## src/rtl/key_wdt_pkg.sv

```systemverilog
package key_wdt_pkg;
  typedef enum logic {
    KEY_IDLE = 1'b0,
    KEY_HALF = 1'b1
  } key_st_e;
endpackage

```

## src/rtl/key_wdt_seq.sv

```systemverilog
module key_wdt_seq
  import key_wdt_pkg::*;
#(
  parameter int          ADDR_W   = 8,
  parameter int          DATA_W   = 8,
  parameter logic [7:0]  KEY_ADDR = 8'hA6,
  parameter logic [7:0]  KEY_LO   = 8'h1E,
  parameter logic [7:0]  KEY_HI   = 8'hE1
) (
  input  logic              clk,
  input  logic              hw_rst,
  input  logic              clr,
  input  logic              wr_en,
  input  logic [ADDR_W-1:0] wr_addr,
  input  logic [DATA_W-1:0] wr_data,
  output logic              key_hit,
  output logic              pend
);
  localparam logic [ADDR_W-1:0] ADDR_M = ADDR_W'(KEY_ADDR);
  localparam logic [DATA_W-1:0] LO_M   = DATA_W'(KEY_LO);
  localparam logic [DATA_W-1:0] HI_M   = DATA_W'(KEY_HI);

  key_st_e st_q;
  logic    sel;

  assign sel     = wr_en && (wr_addr == ADDR_M) && !clr;
  assign key_hit = sel && (st_q == KEY_HALF) && (wr_data == HI_M);
  assign pend    = (st_q == KEY_HALF);

  always_ff @(posedge clk or posedge hw_rst) begin
    if (hw_rst)                st_q <= KEY_IDLE;
    else if (clr)              st_q <= KEY_IDLE;
    else if (sel) begin
      if (wr_data == LO_M)     st_q <= KEY_HALF;
      else                     st_q <= KEY_IDLE;
    end
  end
endmodule

```

## src/rtl/key_wdt_count.sv

```systemverilog
module key_wdt_count #(
  parameter int CNT_W = 14
) (
  input  logic             clk,
  input  logic             hw_rst,
  input  logic             clr,
  input  logic             key_hit,
  input  logic             tick,
  output logic             en_q,
  output logic [CNT_W-1:0] cnt_q,
  output logic             ovf
);
  localparam logic [CNT_W-1:0] CNT_MAX = {CNT_W{1'b1}};

  assign ovf = en_q && (cnt_q == CNT_MAX);

  always_ff @(posedge clk or posedge hw_rst) begin
    if (hw_rst) begin
      en_q  <= 1'b0;
      cnt_q <= '0;
    end else if (clr) begin
      en_q  <= 1'b0;
      cnt_q <= '0;
    end else if (key_hit) begin
      en_q  <= 1'b1;
      cnt_q <= '0;
    end else if (en_q && tick && (cnt_q != CNT_MAX)) begin
      cnt_q <= cnt_q + 1'b1;
    end
  end
endmodule

```

## src/rtl/key_wdt_pulse.sv

```systemverilog
module key_wdt_pulse #(
  parameter int PULSE_FAST = 98,
  parameter int PULSE_SLOW = 196
) (
  input  logic clk,
  input  logic hw_rst,
  input  logic fire,
  input  logic mode_slow,
  output logic busy
);
  localparam int LEN_W = $clog2(PULSE_SLOW + 1);
  localparam logic [LEN_W-1:0] LEN_F = LEN_W'(PULSE_FAST);
  localparam logic [LEN_W-1:0] LEN_S = LEN_W'(PULSE_SLOW);

  logic [LEN_W-1:0] left_q;

  assign busy = (left_q != '0);

  always_ff @(posedge clk or posedge hw_rst) begin
    if (hw_rst)      left_q <= '0;
    else if (fire)   left_q <= mode_slow ? LEN_S : LEN_F;
    else if (busy)   left_q <= left_q - 1'b1;
  end
endmodule

```

## src/rtl/key_wdt.sv

```systemverilog
module key_wdt #(
  parameter int          ADDR_W     = 8,
  parameter int          DATA_W     = 8,
  parameter int          CNT_W      = 14,
  parameter int          PULSE_FAST = 98,
  parameter int          PULSE_SLOW = 196,
  parameter logic [7:0]  KEY_ADDR   = 8'hA6,
  parameter logic [7:0]  KEY_LO     = 8'h1E,
  parameter logic [7:0]  KEY_HI     = 8'hE1
) (
  input  logic              clk,
  input  logic              hw_rst,
  input  logic              tick,
  input  logic              mode_slow,
  input  logic              wr_en,
  input  logic [ADDR_W-1:0] wr_addr,
  input  logic [DATA_W-1:0] wr_data,
  output logic              rst_out
);
  logic             key_hit;
  logic             pend;
  logic             en_q;
  logic [CNT_W-1:0] cnt_q;
  logic             ovf;
  logic             clr;

  assign clr = ovf || rst_out;

  key_wdt_seq #(
    .ADDR_W(ADDR_W), .DATA_W(DATA_W),
    .KEY_ADDR(KEY_ADDR), .KEY_LO(KEY_LO), .KEY_HI(KEY_HI)
  ) u_seq (
    .clk(clk), .hw_rst(hw_rst), .clr(clr),
    .wr_en(wr_en), .wr_addr(wr_addr), .wr_data(wr_data),
    .key_hit(key_hit), .pend(pend)
  );

  key_wdt_count #(.CNT_W(CNT_W)) u_cnt (
    .clk(clk), .hw_rst(hw_rst), .clr(clr), .key_hit(key_hit), .tick(tick),
    .en_q(en_q), .cnt_q(cnt_q), .ovf(ovf)
  );

  key_wdt_pulse #(.PULSE_FAST(PULSE_FAST), .PULSE_SLOW(PULSE_SLOW)) u_pls (
    .clk(clk), .hw_rst(hw_rst), .fire(ovf), .mode_slow(mode_slow),
    .busy(rst_out)
  );
endmodule

```

## config.mk

```make
export PLATFORM = sky130hd
export DESIGN_NAME = key_wdt
export DESIGN_NICKNAME = d
export VERILOG_FILES = /design/src/rtl/key_wdt_pkg.sv /design/src/rtl/key_wdt_seq.sv /design/src/rtl/key_wdt_count.sv /design/src/rtl/key_wdt_pulse.sv /design/src/rtl/key_wdt.sv
export SDC_FILE = /design/constraint.sdc
export NUM_CORES = 1
export LEC_CHECK = 0
export ABC_AREA = 1
export ABC_CLOCK_PERIOD_IN_PS = 1700
export BUFFER_PORTS_ARGS = -buffer_cell sky130_fd_sc_hd__buf_2
export CAP_MARGIN = 40
export CORE_MARGIN = 4
export CORE_UTILIZATION = 44
export CTS_BUF_LIST = sky130_fd_sc_hd__clkbuf_4
export CTS_CLUSTER_DIAMETER = 50
export DETAILED_ROUTE_END_ITERATION = 12
export PLACE_DENSITY = 0.61
export SYNTH_ARGS = -nofsm -noshare
export SYNTH_HDL_FRONTEND = slang
export SYNTH_SLANG_ARGS = --single-unit
```

## constraint.sdc

```tcl
create_clock -name clk -period 1.7 [get_ports clk]
set_input_delay 0.17 -clock clk [delete_from_list [all_inputs] [get_ports clk]]
set_output_delay 0.17 -clock clk [all_outputs]
set_load 0.05 [all_outputs]
```

==> results.md <==
- Syn nets: 227
- Gpl congestion: 0.871
- Leak Pwr: between 0.8 and 0.9 nW
- Internal: 0.000832 W
- Critical path data required time: 1.91 ns
- WL/cell: 11.6 µm
- Final worst setup slack: 0.0839 ns
- Non-Filler Instances: roughly 280
- Longest Clk Path Bufs: 2
- R2r worst-path depth: 9
- Area delta synth->final: 22.4%
- Die height: 66.1 µm
- Post-synth top area cell: dfrtp_1
- CP Cell Sequence: ha_2 -> nand3_2 -> nor2_2 -> nand2_2 -> nor2_4 -> buf_6 -> inv_2 -> nand3_1 -> o21ai_0
- Final Hold Fails: 0
- Htree depth: 1
- Die area: 0.00436 mm²
- RSZ-0062 raised after global routing: yes
- NetSw: 0.000208 W
- Worst vdd ir: around 0.00055 V
- Synth Flop Type: dfrtp_1
- Critical Path End: u_pls.left_q[0]$_DFFE_PP0N_
- Synth top area share: 40.5%
- Post-Place Setup Slack: between 0.04 and 0.05 ns
- CP max stage delay: 0.43 ns
- Max_slew headroom: 75.9%
- CTS Root Cell: clkbuf_4
- Layout Skew: roughly 0.022 ns
- Clk slew on worst S/H paths: 0.15 ns
- Commonest cells after routing, fill and taps aside: 43 x nand2_1, 34 x inv_1, 28 x nor2_1
- Run status: finished, final reports clean
- Die W: 66.1 µm
- Layout cells sized above 1: between 20% and 30%
- Most common cell after layout, fill and taps aside: nand2_1
- CTS tree: yes
- Tcrit/Tclk final: about 95%
- Placed standard-cell area: 0.00167 mm²
- DR pass1 iterations: 6
- Sw frac: 20.0%
- Largest net degree at the start of global routing: 25
- Final Critical Period: 1.62 ns
- NumNets Final: 264
- Cell count after synthesis: 203
- DP Cell Count: 272
- Worst-Skew Late Latency: 0.33 ns
- Core area: 0.00313 mm²
- Synth area leaders: dfrtp_1 41%, nand2_1 11%, inv_1 8.9%
- Total power: roughly 0.0010 W
- Ports: 22
- Post-synthesis async set-or-reset flop share: 100%
- Worst EP arrival: 1.82 ns
- Clock Sink Count: 24
- Global-route wire length before repair: 5390 µm
- Worst Setup SP: u_cnt.cnt_q[0]$_DFFE_PP0P_
- Worst Setup Start Kind: flip-flop
- 1st-iter DRT viols: 43
- Initial Utilization: between 40 and 50%
- Remaining DRCs: 0
- EDFF count, synth: 0
- CP max FO: 5
- Slew @ Worst Pin: 0.361 ns
- WL final: 3290 µm
- Reg2reg end: u_pls.left_q[0]$_DFFE_PP0N_
- Register area share after synthesis: around two fifths
- Pwr dens: 573 mW/mm²
- I/O Buffers: 21
- Vias: ~1,400
- Top achievable clock speed: 0.619 GHz
- Number of synthesized register bits: 24
- Min-Delay Path Class: input port to flip-flop
- Unique masters post-synth: 24
- Num CTS Buffers: 3
- Final setup fails: 0
- Hold depth: 3
- Fillcell total: 280
- Rows: 20
- HPWL after DPL: about 2500 µm
- Setup TNS: 0 ns
- Post-synthesis instance area: approximately 0.0015 mm²
- Diodes inserted: 0
- Post-route cell area: roughly 0.0018 mm²
- Seq pwr share: between 50% and 60%
- Synth warn: 0
- GR Overflow Total: 0
- Max-cap check violation count: 0
- R2R Setup Slk: about 0.084 ns
- CP Class: flip-flop to flip-flop
- Syn avg cell area: around 7.3 µm²
- Slowest stage cell on the critical path: dfrtp_1
- Vias in the first global route: 1,298
- GRT Total Usage: between 10% and 20%
- Vias per inst: 4.93
- Initial antenna violation count: 0
- CP endpoint kind: flip-flop
- Worst R2R Start: u_cnt.cnt_q[0]$_DFFE_PP0P_
- Comb pwr share: 4.6%
- DRT antenna net count: 0
- Clock Power Share: slightly above 40%
- Final Slew Violations: 0
-- synth_stat cells (all sizes together), types with 2 or more instances --
cell / instances
xnor2: 4
nand3: 18
inv: 38
o21ai: 7
nand2: 47
xor2: 4
nor3b: 3
nand4: 2
nor2: 34
dfrtp: 24
a31oi: 2
ha: 3
a21oi: 5
nor3: 8
-- state kept, by name (all words and copies together) (netlist names) --
name          count
u_cnt.cnt_q      14
u_seq.pend        1
u_cnt.en_q        1
u_pls.left_q      8
-- cells by family after synthesis --
family,share of synthesized area [%]
xor+xnor,4.73
flops,40.5
fa+ha+maj,2.53
compound gates,6.08
buf+inv,10.4
simple gates,35.8
-- layer usage --
layer  share of wire, %  up-vias  GRT usage [%]  wire length (µm)
li1                   -      703              -                 -
met1                 41      667           17.3              1360
met2                 54       22           30.5              1790
met3                3.6        2           4.08               119
met4               0.46        0           3.05                15
met5                  0        -              0                 0
-- worst min-delay path by stage --
| stage | start | endpoint |
|---|---|---|
| global placement | hw_rst | u_pls.left_q[7]$_DFFE_PP0N_ |
| floorplan | hw_rst | u_cnt.cnt_q[0]$_DFFE_PP0P_ |
| detailed placement | hw_rst | u_cnt.cnt_q[2]$_DFFE_PP0P_ |
| CTS | mode_slow | u_pls.left_q[7]$_DFFE_PP0N_ |
| finish | mode_slow | u_pls.left_q[7]$_DFFE_PP0N_ |
| global route | mode_slow | u_pls.left_q[7]$_DFFE_PP0N_ |
-- worst max-delay path: cells and delay by family, from the launching register on --
kind,cells,cell delay [ns]
simple gates,5,0.57
flops,1,0.43
fa+ha+maj,1,0.21
buf+inv,2,0.20
compound gates,1,0.08
-- stage by stage --
| stage | utilization, % | hold slack, ns |
|---|---|---|
| floorplan | - | 0.185 |
| global placement | 53.4 | 0.230 |
| detailed placement | 53.4 | 0.237 |
| CTS | 55.4 | 0.136 |
| global route | 58.0 | 0.146 |
| finish | 58.0 | 0.151 |
-- power groups by stage --
stage	logic [W]	clock network, W	registers (W)
final	0.0000474	0.000422	0.000571
after global placement	0.0000447	0	0.000582
after global routing	0.0000543	0.000463	0.000571
after floorplan	0.0000161	0	0.000582
after detailed placement	0.0000470	0	0.000582
after CTS	0.0000487	0.000438	0.000571
-- area by class of cell --
class	instances	area (µm²)	share of cell area (%)
clock buffers	3	22.5	1.24
clock inverters	1	30.0	1.65
inverters	38	143	7.86
multi-input cells	140	753	41.5
flip-flops and latches	24	601	33.1
well taps	44	55.1	3.03
repair buffers	33	211	11.6
-- timing repair --
item                       4_1_cts  5_1_grt
setup buffers                    0        6
setup endpoints to repair        0       19
hold buffers                     1        0
resized for setup                0       13
hold endpoints to repair        24        0
(Power assumes the default switching activity.)
